==> config.mk <==
export PLATFORM = sky130hd
export DESIGN_NAME = ext_irq_front
export DESIGN_NICKNAME = d
export VERILOG_FILES = /design/src/rtl/irq_front_pkg.sv /design/src/rtl/irq_sync.sv /design/src/rtl/irq_chan.sv /design/src/rtl/ext_irq_front.sv
export SDC_FILE = /design/constraint.sdc
export NUM_CORES = 1
export LEC_CHECK = 0
export ABC_AREA = 1
export CORE_MARGIN = 2
export CORE_UTILIZATION = 52
export DETAILED_ROUTE_END_ITERATION = 12
export GPL_TIMING_DRIVEN = 0
export PLACE_DENSITY_LB_ADDON = 0.08
export SYNTH_ARGS = -nofsm -noshare
export SYNTH_HDL_FRONTEND = slang
export SYNTH_SLANG_ARGS = --single-unit
==> constraint.sdc <==
create_clock -name clk -period 1.68 [get_ports clk]
set_clock_uncertainty 0.05 [all_clocks]
set_input_delay 0.252 -clock clk [delete_from_list [all_inputs] [get_ports clk]]
set_output_delay 0.252 -clock clk [all_outputs]
set_load 0.02 [all_outputs]
==> src/rtl/irq_front_pkg.sv <==
`timescale 1ns/1ps
package irq_front_pkg;

   // Sense encoding {B,A}
   typedef enum logic [1:0] {
      SNS_LOW  = 2'b00,
      SNS_FALL = 2'b01,
      SNS_RISE = 2'b10,
      SNS_BOTH = 2'b11
   } sense_e;

   localparam int unsigned ADDR_W = 2;

   localparam logic [ADDR_W-1:0] ADDR_FLAG = 2'd0;
   localparam logic [ADDR_W-1:0] ADDR_EN   = 2'd1;
   localparam logic [ADDR_W-1:0] ADDR_SNA  = 2'd2;
   localparam logic [ADDR_W-1:0] ADDR_SNB  = 2'd3;

endpackage

==> src/rtl/irq_sync.sv <==
`timescale 1ns/1ps
module irq_sync #(
   parameter int unsigned STAGES  = 2,
   parameter logic        RST_VAL = 1'b1
) (
   input  logic clk,
   input  logic rst_n,
   input  logic d,
   output logic q
);

   if (STAGES < 2) begin : g_bad_stages
      $error("irq_sync: STAGES must be at least 2");
   end

   logic [STAGES-1:0] chain_q;

   always_ff @(posedge clk or negedge rst_n) begin
      if (!rst_n) chain_q <= {STAGES{RST_VAL}};
      else        chain_q <= {chain_q[STAGES-2:0], d};
   end

   assign q = chain_q[STAGES-1];

endmodule

==> src/rtl/irq_chan.sv <==
`timescale 1ns/1ps
module irq_chan
   import irq_front_pkg::*;
(
   input  logic       clk,
   input  logic       rst_n,
   input  logic       pin_s,      // synchronized pin
   input  logic [1:0] sense,      // {B,A}
   input  logic       ack,
   input  logic       xfer_go,
   input  logic       xfer_keep,
   input  logic       rd_flag,    // read of flag register this cycle
   input  logic       wr_flag,    // write of flag register this cycle
   input  logic       wr_bit,     // written value for this channel
   output logic       flag,
   output logic       set_ev
);

   logic prev_q;
   logic arm_q;
   logic edge_mode;
   logic clr_sw;
   logic clr_ack;
   logic clr_xfer;

   always_ff @(posedge clk or negedge rst_n) begin
      if (!rst_n) prev_q <= 1'b1;
      else        prev_q <= pin_s;
   end

   always_comb begin
      unique case (sense_e'(sense))
         SNS_LOW:  set_ev = ~pin_s;
         SNS_FALL: set_ev = prev_q & ~pin_s;
         SNS_RISE: set_ev = ~prev_q & pin_s;
         SNS_BOTH: set_ev = prev_q ^ pin_s;
         default:  set_ev = 1'b0;
      endcase
   end

   assign edge_mode = (sense_e'(sense) != SNS_LOW);
   assign clr_sw    = wr_flag & ~wr_bit & arm_q;
   assign clr_ack   = ack & (edge_mode | pin_s);
   assign clr_xfer  = xfer_go & ~xfer_keep;

   // set takes precedence over any clear source
   always_ff @(posedge clk or negedge rst_n) begin
      if (!rst_n) flag <= 1'b0;
      else        flag <= set_ev | (flag & ~(clr_sw | clr_ack | clr_xfer));
   end

   always_ff @(posedge clk or negedge rst_n) begin
      if (!rst_n)              arm_q <= 1'b0;
      else if (wr_flag)        arm_q <= 1'b0;
      else if (rd_flag & flag) arm_q <= 1'b1;
   end

endmodule

==> src/rtl/ext_irq_front.sv <==
`timescale 1ns/1ps
module ext_irq_front
   import irq_front_pkg::*;
#(
   parameter int unsigned N_CH        = 8,
   parameter int unsigned DATA_W      = 8,
   parameter int unsigned SYNC_STAGES = 2
) (
   input  logic              clk,
   input  logic              rst_n,
   input  logic [N_CH-1:0]   irq_pin,
   input  logic [N_CH-1:0]   irq_ack,
   input  logic [N_CH-1:0]   xfer_start,
   input  logic [N_CH-1:0]   xfer_keep,
   input  logic              bus_sel,
   input  logic              bus_wr,
   input  logic [ADDR_W-1:0] bus_addr,
   input  logic [DATA_W-1:0] bus_wdata,
   output logic [DATA_W-1:0] bus_rdata,
   output logic [N_CH-1:0]   irq_req
);

   if (N_CH < 1 || N_CH > DATA_W) begin : g_bad_nch
      $error("ext_irq_front: N_CH must be between 1 and DATA_W");
   end

   logic [N_CH-1:0] pin_s;
   logic [N_CH-1:0] flag_q;
   logic [N_CH-1:0] set_ev;
   logic [N_CH-1:0] en_q;
   logic [N_CH-1:0] sna_q;
   logic [N_CH-1:0] snb_q;
   logic [N_CH-1:0] wdata_ch;
   logic            rd_flag;
   logic            wr_flag;

   assign wdata_ch = bus_wdata[N_CH-1:0];
   assign rd_flag  = bus_sel & ~bus_wr & (bus_addr == ADDR_FLAG);
   assign wr_flag  = bus_sel &  bus_wr & (bus_addr == ADDR_FLAG);

   always_ff @(posedge clk or negedge rst_n) begin
      if (!rst_n) begin
         en_q  <= '0;
         sna_q <= '0;
         snb_q <= '0;
      end else if (bus_sel && bus_wr) begin
         unique case (bus_addr)
            ADDR_EN:  en_q  <= wdata_ch;
            ADDR_SNA: sna_q <= wdata_ch;
            ADDR_SNB: snb_q <= wdata_ch;
            default:  ;
         endcase
      end
   end

   for (genvar n = 0; n < N_CH; n++) begin : g_ch
      irq_sync #(
         .STAGES  (SYNC_STAGES),
         .RST_VAL (1'b1)
      ) i_sync (
         .clk   (clk),
         .rst_n (rst_n),
         .d     (irq_pin[n]),
         .q     (pin_s[n])
      );

      irq_chan i_chan (
         .clk       (clk),
         .rst_n     (rst_n),
         .pin_s     (pin_s[n]),
         .sense     ({snb_q[n], sna_q[n]}),
         .ack       (irq_ack[n]),
         .xfer_go   (xfer_start[n]),
         .xfer_keep (xfer_keep[n]),
         .rd_flag   (rd_flag),
         .wr_flag   (wr_flag),
         .wr_bit    (wdata_ch[n]),
         .flag      (flag_q[n]),
         .set_ev    (set_ev[n])
      );
   end

   always_comb begin
      bus_rdata = '0;
      unique case (bus_addr)
         ADDR_FLAG: bus_rdata[N_CH-1:0] = flag_q;
         ADDR_EN:   bus_rdata[N_CH-1:0] = en_q;
         ADDR_SNA:  bus_rdata[N_CH-1:0] = sna_q;
         ADDR_SNB:  bus_rdata[N_CH-1:0] = snb_q;
         default:   bus_rdata = '0;
      endcase
   end

   assign irq_req = flag_q & en_q;

endmodule

== Word-level counts from Yosys, hierarchy flattened ==
Index checks and enable logic that the tools add are counted.

* Register bits: 64
* Bits of input ports: 46

* Equality and inequality tests: 27
* Mux-type cells: 25
* Bitwise operators: 150
* Reductions and logical operators: 29

{| class="wikitable"
|+ Operator list
! operator !! count
|-
| bitwise AND 1 bit || 68
|-
| NOT 1 bit || 41
|-
| == test 2 bit, second input constant || 18
|-
| OR 1 bit || 32
|-
| one-hot mux 1 bit (4 select lines) || 8
|-
| one-hot mux 8 bit (4 select lines) || 1
|-
| nonzero test 2 bit || 16
|-
| == test 2 x 1 -> 1 bit, second input constant || 9
|-
| logical NOT 2 bit || 9
|-
| two-way mux 1 bit || 16
|-
| bitwise AND 8 bit || 1
|-
| XOR 1 bit || 8
|-
| AND reduction 2 bit || 3
|-
| logical AND 1 bit || 1
|}

== Logic depth before layout (Yosys ltp) ==
Gate-level depths: netlist of the first run.

* Depth in word-level cells: 9
* Mapped depth: 7

== By module ==
Synthesis of the first run repeated with hierarchy kept, for this count alone.

* Cell total of the unflattened synthesis: 404
* Area total of the unflattened synthesis: 3270.6 um^2

{| class="wikitable"
|+ By module, submodules not included
! module !! times used !! cells each !! area each (um^2) !! seq. area each (um^2)
|-
| irq_chan || 8 || 27 || 200.2 || 76.3
|-
| ext_irq_front || 1 || 172 || 1248.7 || 600.6
|-
| irq_sync || 8 || 2 || 52.6 || 52.6
|}

== Least setup slack after synthesis of the first run ==
OpenSTA, ideal clock, no wires.

* Path type: register to register
* Start: register g_ch[6].i_chan.prev_q
* End: register g_ch[6].i_chan.flag
* Data arrival time: 1.026 ns
* Data required time: 1.514 ns
* Setup slack: 0.488 ns
* Cell stages (with the launch flop): 8
* Period minus slack after synthesis: 1.192 ns
* Cell sequence: dfstp_2 > inv_1 > ha_1 > inv_1 > nand2_1 > nand3_1 > nand2_1 > nand2_1

* Longest elaborated chain between the ends: 4
* Elaborated cells between the ends (all ways): 6
* Those cells by class: mux: 1; bitwise: 5

{| class="wikitable"
|+ RTL lines
! what !! RTL line !! RTL
|-
| from (decl) || irq_chan.sv:19 || <nowiki>logic prev_q;</nowiki>
|-
| from (signal assigned) || irq_chan.sv:28 || <nowiki>else prev_q <= pin_s;</nowiki>
|-
| NOT 1 bit || irq_chan.sv:35 || <nowiki>SNS_RISE: set_ev = ~prev_q & pin_s;</nowiki>
|-
| bitwise AND 1 bit || irq_chan.sv:35 ||
|-
| one-hot mux 1 bit (4 select lines) * || irq_chan.sv:32 || <nowiki>unique case (sense_e'(sense))</nowiki>
|-
| OR 1 bit * || irq_chan.sv:49 || <nowiki>else flag <= set_ev | (flag & ~(clr_sw | clr_ack | clr_xfer));</nowiki>
|-
| to (signal assigned) || irq_chan.sv:49 ||
|-
| to (decl) || irq_chan.sv:15 || <nowiki>output logic flag,</nowiki>
|}

Mark *: on every way between the ends. The rest lies on a longest branch, timed or not.
A chain may end at the register's enable or synchronous reset.

== Final worst setup path of the first run ==
* Start: input port bus_addr[1]
* End: output port bus_rdata[4]

* Longest elaborated chain between the ends: 2
* Elaborated cells between the ends (all ways): 5
* Those cells by class: eq/ne: 3; mux: 1; reduce/logical: 1

{| class="wikitable"
|+ RTL lines
! what !! RTL line !! RTL
|-
| from (decl) || ext_irq_front.sv:17 || <nowiki>input logic [ADDR_W-1:0] bus_addr,</nowiki>
|-
| == test 2 bit, or another cell as far along || ext_irq_front.sv:85 || <nowiki>unique case (bus_addr)</nowiki>
|-
| one-hot mux 8 bit (4 select lines) * || ext_irq_front.sv:85 ||
|-
| to (decl) || ext_irq_front.sv:19 || <nowiki>output logic [DATA_W-1:0] bus_rdata,</nowiki>
|}

Marked as above.

==> run summary, run 1 <==
Count of maximum capacitance violations: 0. The count of flip-flops with a built-in enable after synthesis was 0; the number of warnings issued by yosys was 0. The area share of the largest cell type after synthesis came out at 0.304. The worst register-to-register path begins at g_ch[0].i_chan.prev_q.

Prior to clock tree synthesis, the placed netlist has a worst setup slack of -0.924 ns. Once routing completed, OpenROAD measured the worst setup slack at 0.0732 ns. The tools report the total clock sinks as 64.

The first global-routing pass estimated 12,400 um of wire. Synthesis produced a netlist whose cell count is 397. The detailed router finished its first iteration with 111 violations. The tools report the number of cell rows as 28. From bottom edge to top edge, the die measures 83.5 um. The run gives 3990 um^2 as the placed cell area. The finished cells cover 4250 um^2.

The run gives 6030 um^2 as the area of the core. Among all cell types in the netlist, the one instantiated most often is sky130_fd_sc_hd__nand2_1. Setup repair after global routing left no endpoint under its margin.

The fraction of the cycle the final worst path needs is 0.956. The async set-or-reset flop fraction in the synthesized netlist was 1.00; the final net count was 538. The stage delay of the slowest cell on the critical path was 0.31 ns. Setup violations remaining at the end of the flow were counted as 0. The tools report the startpoint of the worst setup timing path as bus_addr[1]. TritonCTS built the clock tree. In this run, CTS created clock tree buffers numbering 9. The die outline area was 6980 um^2. The setup path with the least slack is of type input pin to output port. Sort of element at the end of the critical path: an output port. The count of endpoints failing hold in the final timing report was 0.

At the worst endpoint, the arrival time is 1.30 ns. The transition at the pin with the smallest max-transition slack is 0.790 ns. The synthesized netlist net count was 459.

In this run the mean area of a mapped cell was 8.29 um^2. In the synthesized netlist the dominant register cell turns out to be sky130_fd_sc_hd__dfrtp_1. The H-tree was split into 3 levels. The clock latency reported for the late side of the worst-skew pair was 0.34 ns. In the routed design, unresolved DRC markers number 0. The overall routing resource usage is 0.225, and the final max-slew violation count is 0.

The commonest cells after synthesis are sky130_fd_sc_hd__nand2_1 (141), sky130_fd_sc_hd__inv_1 (78), sky130_fd_sc_hd__dfrtp_1 (40), sky130_fd_sc_hd__dfstp_2 (24), sky130_fd_sc_hd__nand3_1 (24). Of all cell types, the one taking the most synthesized area is sky130_fd_sc_hd__dfrtp_1. Entering global routing, the biggest net connects 65 pins. Dividing the detail-routed wire length by the instance count gives 13.3 um. After synthesis the cells add up to 3290 um^2. VDD sags by at most 0.754 mV. By area the synthesized netlist is led by sky130_fd_sc_hd__dfrtp_1 (30%), sky130_fd_sc_hd__dfstp_2 (19%), sky130_fd_sc_hd__nand2_1 (16%). The die is 83.5 um wide.

Number of antenna violations at the first check in global routing: 0. The aggregate global routing overflow was 0. The worst endpoint required time is 1.38 ns, and the total number of vias is 2,734.

After detailed routing, the total wire length is 7400 um. Counting both buffers and inverters, the worst setup path holds a total of 4. During I/O placement, the number of pins put on the boundary was 62. Among cell families on the critical path, the largest total delay comes from buffers and inverters.

The power density over the cells was 1040 nW/um^2. The routability congestion estimate from global placement is 0.771, and the highest clock rate is 0.622 GHz. For this run, the detailed router's first-pass iteration total came to 6.

Traced cell by cell, the critical path runs through buf_2 -> nand2_4 -> clkinvlp_4 -> buf_4 -> nand2_1 -> nand4_1 -> clkdlybuf4s15_1. The run gives 0 as the number of inserted diodes. The largest driver fanout on the critical path came out at 6. The hold path startpoint is irq_pin[2].

The worst setup path is launched from an input pin. During placement, the flow inserted port buffers numbering 61. The cell with the largest stage delay on the worst path was sky130_fd_sc_hd__clkdlybuf4s15_1. The run gives 0.496 as the share of synthesized area occupied by flip-flops and latches. Clock-pin slew was measured on the worst setup and hold paths at 0.07 ns. Compared with the post-synthesis result, the final layout area differs by 29.1%. The clock passes through at most 2 buffers. For the initial core utilization, the log shows 0.546. The classification of the worst-slack hold path is input pin to register. The cell sitting at the root of the clock tree is a sky130_fd_sc_hd__clkbuf_8.

Leaving out filler cells and counting taps, the final layout contains 556. The cell count after placement is 533, and the via count of the first global-routing pass is 2,727. Once detail routing completed, the nets flagged for antenna violations numbered 0.

The post-layout minimum cycle time came out at 1.61 ns. The relative max-transition margin is 0.474. Static leakage: 2.22 nW. The flow ran to the end, and the final reports show no timing, DRC or antenna violations.

The number of different library cells in the post-synthesis netlist was 19; the via count normalized by instance count was 4.92. The HPWL after detailed placement is 5110 um. The synthesized flop and latch total is 64, and the fraction of final layout cells with drive strength greater than 1 is 0.181.
## flip-flops by register name (all words and copies together) (netlist names)
| signal | cells |
|---|---|
| g_ch.i_chan.flag | 8 |
| g_ch.i_chan.arm_q | 8 |
| g_ch.i_chan.prev_q | 8 |
| en_q | 8 |
| snb_q | 8 |
| sna_q | 8 |
| g_ch.i_sync.chain_q | 16 |
## final timing paths
kind	depth (start not counted)	end	slack, ns
hold reg to reg	0	g_ch[0].i_sync.chain_q[1]	0.31
max in group asynchronous	2	sna_q[6]	0.57
setup / recovery	7	bus_rdata[4]	0.07
hold / removal	1	g_ch[2].i_sync.chain_q[0]	0.26
setup reg to reg	7	g_ch[0].i_chan.flag	0.34
min in group asynchronous	2	g_ch[3].i_chan.flag	0.48
## cells by family after synthesis
logic type | synth area share
AND/OR/NAND/NOR | 0.262
buffers and inverters | 0.107
flip-flops | 0.496
AO/OA/AOI/OAI | 0.0738
adder cells (fa/ha/maj) | 0.0609
## cell usage in the layout (no fill, tap or decap)
master / Yosys / layout
sky130_fd_sc_hd__a21oi_1: 11 / 11
sky130_fd_sc_hd__buf_2: 0 / 2
sky130_fd_sc_hd__buf_4: 1 / 8
sky130_fd_sc_hd__buf_6: 4 / 4
sky130_fd_sc_hd__bufinv_16: 0 / 1
sky130_fd_sc_hd__clkbuf_1: 0 / 1
sky130_fd_sc_hd__clkbuf_2: 0 / 1
sky130_fd_sc_hd__clkbuf_8: 0 / 12
sky130_fd_sc_hd__clkdlybuf4s15_1: 0 / 5
sky130_fd_sc_hd__clkdlybuf4s15_2: 0 / 1
sky130_fd_sc_hd__clkdlybuf4s50_1: 0 / 42
sky130_fd_sc_hd__clkinv_2: 0 / 2
sky130_fd_sc_hd__clkinvlp_4: 0 / 1
sky130_fd_sc_hd__dfrtp_1: 40 / 40
sky130_fd_sc_hd__dfstp_2: 24 / 24
sky130_fd_sc_hd__dlygate4sd2_1: 0 / 9
sky130_fd_sc_hd__dlygate4sd3_1: 0 / 1
sky130_fd_sc_hd__ha_1: 16 / 16
sky130_fd_sc_hd__inv_1: 78 / 77
sky130_fd_sc_hd__inv_2: 2 / 2
sky130_fd_sc_hd__nand2_1: 141 / 140
sky130_fd_sc_hd__nand2_2: 3 / 3
sky130_fd_sc_hd__nand2_4: 2 / 3
sky130_fd_sc_hd__nand3_1: 24 / 24
sky130_fd_sc_hd__nand4_1: 8 / 8
sky130_fd_sc_hd__nor2_1: 14 / 14
sky130_fd_sc_hd__nor2_4: 2 / 3
sky130_fd_sc_hd__nor2_8: 2 / 2
sky130_fd_sc_hd__o21ai_0: 6 / 6
sky130_fd_sc_hd__o21ai_2: 18 / 18
## report_power, final
group	switching [W]	internal, W	total, W
sequential	0.000211	0.00182	0.00203
combinational	0.000567	0.000448	0.00102
clock	0.000555	0.000802	0.00136
## metrics by stage
step            util  hold slack, ns  TNS [ns]  total power [W]
2_1_floorplan      -         -0.0936         0          0.00264
3_3_place_gp   0.663           0.296   -107.28          0.00306
3_5_place_dp   0.662           0.297    -12.24          0.00310
4_1_cts        0.704           0.248         0          0.00444
5_1_grt        0.705           0.255         0          0.00466
6_report       0.705           0.257         0          0.00440
## what timing repair did
action	CTS	global route
resized for setup	32	7
endpoints found under the setup margin	16	6
pin swaps	1	0
hold buffers	1	0
setup buffers	6	0
endpoints found under the hold margin	40	0
## worst register-to-register path: stages (launching register included)
cell and delay [ns]:
sky130_fd_sc_hd__dfstp_2 0.55, sky130_fd_sc_hd__inv_1 0.06, sky130_fd_sc_hd__ha_1 0.28, sky130_fd_sc_hd__inv_1 0.04
sky130_fd_sc_hd__nand2_1 0.05, sky130_fd_sc_hd__nand3_1 0.09, sky130_fd_sc_hd__nand2_1 0.07, sky130_fd_sc_hd__nand2_1 0.05
## layout make-up
class	instances	area [um^2]
Multi-Input combinational cell	248	1320
Tap cell	75	93.8
Buffer	5	52.6
Clock inverter	3	40.0
Timing Repair Buffer	68	638
Sequential cell	64	1630
Fill cell	490	1780
Inverter	80	304
Clock buffer	13	169
## routing by layer
metal / vias to the layer above / GRT usage / part of all wire
met5: - / 0 / 0
met4: 0 / 0.0660 / 0.0082
met3: 7 / 0.0584 / 0.052
met2: 73 / 0.390 / 0.52
met1: 1291 / 0.278 / 0.42
li1: 1363 / - / -
(Power assumes the default switching activity.)
==> inputs of run 2 (changes only) <==
--- a/config.mk
+++ b/config.mk
@@ -6,10 +6,11 @@
 export NUM_CORES = 1
 export LEC_CHECK = 0
 export ABC_AREA = 1
+export CORE_ASPECT_RATIO = 0.5
 export CORE_MARGIN = 2
 export CORE_UTILIZATION = 52
+export CTS_BUF_LIST = sky130_fd_sc_hd__clkbuf_4 sky130_fd_sc_hd__clkbuf_8 sky130_fd_sc_hd__clkbuf_16
 export DETAILED_ROUTE_END_ITERATION = 12
-export GPL_TIMING_DRIVEN = 0
 export PLACE_DENSITY_LB_ADDON = 0.08
 export SYNTH_ARGS = -nofsm -noshare
 export SYNTH_HDL_FRONTEND = slang
==> run 2 against run 1 <==
Compared with the run above: sequential share of layout area down 1.6 points; count of clock-buffer cells in the layout unchanged; sequential cell count did not move; total power grew 13%; first-iteration DRC count grew 22%; cell count increased by 3.6%; utilization grew 2.3 points; via count rose by 3.1%; largest cell class unchanged; highest routed layer unchanged.
==> run summary, run 2 (synthesis results as in run 1) <==
Number of detailed-route iterations in the first pass: 5 (-1). The tools report the critical register-to-register path startpoint as g_ch[3].i_chan.prev_q. The stage delay of the slowest cell on the critical path is 0.27 ns (-0.04 ns). By startpoint and endpoint, the worst setup path is classified as input pin to output port. The logs give 0.0791 (+0.0207) for the global routing usage on met3 and 478 (-2.4%) for the filler cell count. The sort of element at the end of the critical path was an output port. The number of flip-flops under the largest register name was 16 (unchanged); the die outline area was 7020 um^2 (+0.55%).

The fraction of the cycle the final worst path needs works out to 0.958 (+0.00138). The number of port buffers is 61 (unchanged), and the H-tree depth is 3 (unchanged). Counting flops per register, the top entry is g_ch.i_sync.chain_q.

The overall routing resource usage came out at 0.230 (+0.00452). The static leakage came out at 2.31 nW (+4.0%). The post-layout minimum cycle time is 1.61 ns (+0.00232 ns), and the area taken by multi-input logic gates is 1310 um^2 (-0.76%). The largest driver fanout on the critical path works out to 9 (+3). Setup repair after global routing left no endpoint under its margin. The sum of negative setup slack was 0 ns (unchanged); the via count normalized by instance count was 4.90 (-0.44%).

The met1 layer usage reported by global route was 0.265 (-0.0133). TritonCTS built the clock tree. STA classifies the critical path startpoint as an input pin. The number of buffers inserted during clock tree synthesis was 9 (unchanged). The worst setup slack after placement was -0.580 ns (+0.344 ns).

The aggregate global routing overflow is 0 (unchanged). The floorplan die width is 116 um (+39%), and the minimum setup slack in the final design is 0.0709 ns (-0.00232 ns). The power density over the cells works out to 1120 nW/um^2 (+8.0%). Depth of the most critical reg-to-reg path: 7 (unchanged).

The area of the core is 6080 um^2 (+0.91%). Number of inserted diodes: 0 (unchanged). The logs give 64 (unchanged) for the total clock sinks and 0 (unchanged) for the count of maximum capacitance violations.

The clock slew seen by the registers of the worst setup and hold paths is 0.05 ns (-0.02 ns). The highest clock rate is 0.621 GHz (-0.14%). The maximum clock insertion buffer count came out at 2 (unchanged). The fraction of final layout cells with drive strength greater than 1 was 0.203 (+0.0220). The average routed wire per standard cell came out at 12.5 um (-6.1%). The tools report the total number of vias as 2,820 (+3.1%). The area growth from synthesis to layout is 34.6%. The transition at the pin with the smallest max-transition slack works out to 0.293 ns (-0.496 ns). The run finished with clean final reports.

Most common cell after layout, fill and taps aside: sky130_fd_sc_hd__nand2_1. In this run the worst setup path terminates at bus_rdata[3]. The number of DRC violations after detailed-routing iteration 0 was 135 (+22%). The cell sitting at the root of the clock tree is a sky130_fd_sc_hd__clkbuf_16.

The routability congestion estimate from global placement is 0.813 (+5.5%), and the wire length of the first global-routing pass is 11,900 um (-4.2%). The routed wire length is 7200 um (-2.7%). Chip height: 60.2 um (-28%).

The startpoint of the worst setup timing path was bus_addr[0]. The fraction of met2 tracks used by global routing was 0.409 (+0.0194); the largest net degree at the start of global routing was 57 (-12%). Relative max-transition margin: 0.805 (+0.331). The tools report the worst vdd rail ir drop as 0.736 mV (-2.4%). The layer with the highest usage is met2.

The count of endpoints failing hold in the final timing report is 0 (unchanged). The tools report the combined flip-flop and latch cell area as 1630 um^2 (unchanged). The logs give 62 (unchanged) for the count of boundary I/O pins and 1.31 ns (about the same) for the arrival time reported for the critical path endpoint. The endpoint identified for the worst register-to-register timing path is g_ch[3].i_chan.flag.

The number of cell rows was 20 (-29%). The critical path goes through clkdlybuf4s15_1 -> buf_4 -> nor2_8 -> nand2_1 -> nand4_1 -> clkdlybuf4s15_2. The tools report the initial core utilization as 0.541 (-0.00494).

Classification of the worst-slack hold path: input pin to async pin. Half-perimeter wire length after detailed placement: 5260 um (+3.0%). The run gives 0 (unchanged) as the number of antenna violations at the first check in global routing. For the remaining design rule violation count, the log shows 0 (unchanged).

Cell with the largest stage delay on the worst path: sky130_fd_sc_hd__clkdlybuf4s15_2. The internal reg-to-reg setup slack came out at 0.37 ns (+0.03 ns). In the layout the commonest cells are sky130_fd_sc_hd__nand2_1 (140), sky130_fd_sc_hd__inv_1 (78), sky130_fd_sc_hd__clkdlybuf4s50_1 (42), sky130_fd_sc_hd__dfrtp_1 (40).

For the clock latency reported for the late side of the worst-skew pair, the log shows 0.33 ns (about the same). The worst endpoint required time was 1.38 ns (about the same). The final net count was 545 (+1.3%); the count of nets left with antenna violations after detail routing was 0 (unchanged).

The total of endpoints with negative setup slack in the final report was 0 (unchanged); the via count of the first global-routing pass was 2,737 (+0.37%). Final max-slew violation count: 0 (unchanged).
-- run 2: cell types whose count changed in the layout (fill, tap and decap cells not counted), sizes merged --
cell	previous run	this run
inv	79	80
clkinvlp	1	0
dlygate4sd2	9	8
clkdlybuf4s15	6	7
buf	14	21
-- run 2: power breakdown --
group	internal, W	total [W]	switching [W]
logic	0.000466	0.00104	0.000570
clock network	0.00125	0.00188	0.000625
registers	0.00182	0.00204	0.000219
-- run 2: routing by layer --
metal	up-vias	wire length, um
met3	12	451
met2	79	3640
li1	1384	-
met5	-	0
met4	0	97
met1	1345	3000
-- run 2: layout make-up --
class                           count  share of cell area
Timing Repair Buffer               80               0.174
Sequential cell                    64               0.368
Clock inverter                      3             0.00904
Inverter                           80              0.0678
Clock buffer                       13              0.0605
Tap cell                           88              0.0249
Multi-Input combinational cell    248               0.295
-- run 2: stage by stage --
| stage | total power, W | cell area [um^2] | hold slack [ns] | util | instances |
|---|---|---|---|---|---|
| after floorplan | 0.00264 | 3290 | -0.0936 | - | 397 |
| after global placement | 0.00309 | 4110 | 0.0715 | 0.676 | 557 |
| after detailed placement | 0.00314 | 4110 | 0.0720 | 0.676 | 557 |
| after CTS | 0.00500 | 4430 | 0.264 | 0.728 | 574 |
| after global routing | 0.00522 | 4430 | 0.271 | 0.728 | 576 |
| final | 0.00496 | 4430 | 0.262 | 0.728 | 576 |
-- run 2: how the worst min path moves through the flow --
stage | start | to | slack (ns) | cells after the start
after floorplan | rst_n | en_q[0] | -0.09 | 0
after global placement | rst_n | snb_q[0] | 0.07 | 1
after detailed placement | rst_n | snb_q[0] | 0.07 | 1
after CTS | rst_n | snb_q[0] | 0.26 | 2
after global routing | irq_pin[6] | g_ch[6].i_sync.chain_q[0] | 0.27 | 1
final | rst_n | snb_q[0] | 0.26 | 2
-- run 2: timing repair --
| action | 4_1_cts | 5_1_grt |
|---|---|---|
| pin swaps | 0 | 2 |
| setup buffers | 0 | 2 |
| hold endpoints to repair | 8 | 0 |
| hold buffers | 1 | 0 |
| setup endpoints to repair | 16 | 8 |
| resized for setup | 34 | 6 |
-- run 2: critical path: cells and delay by family --
family | cells | cell delay (ns)
buf+inv | 3 | 0.70
simple gates | 3 | 0.34
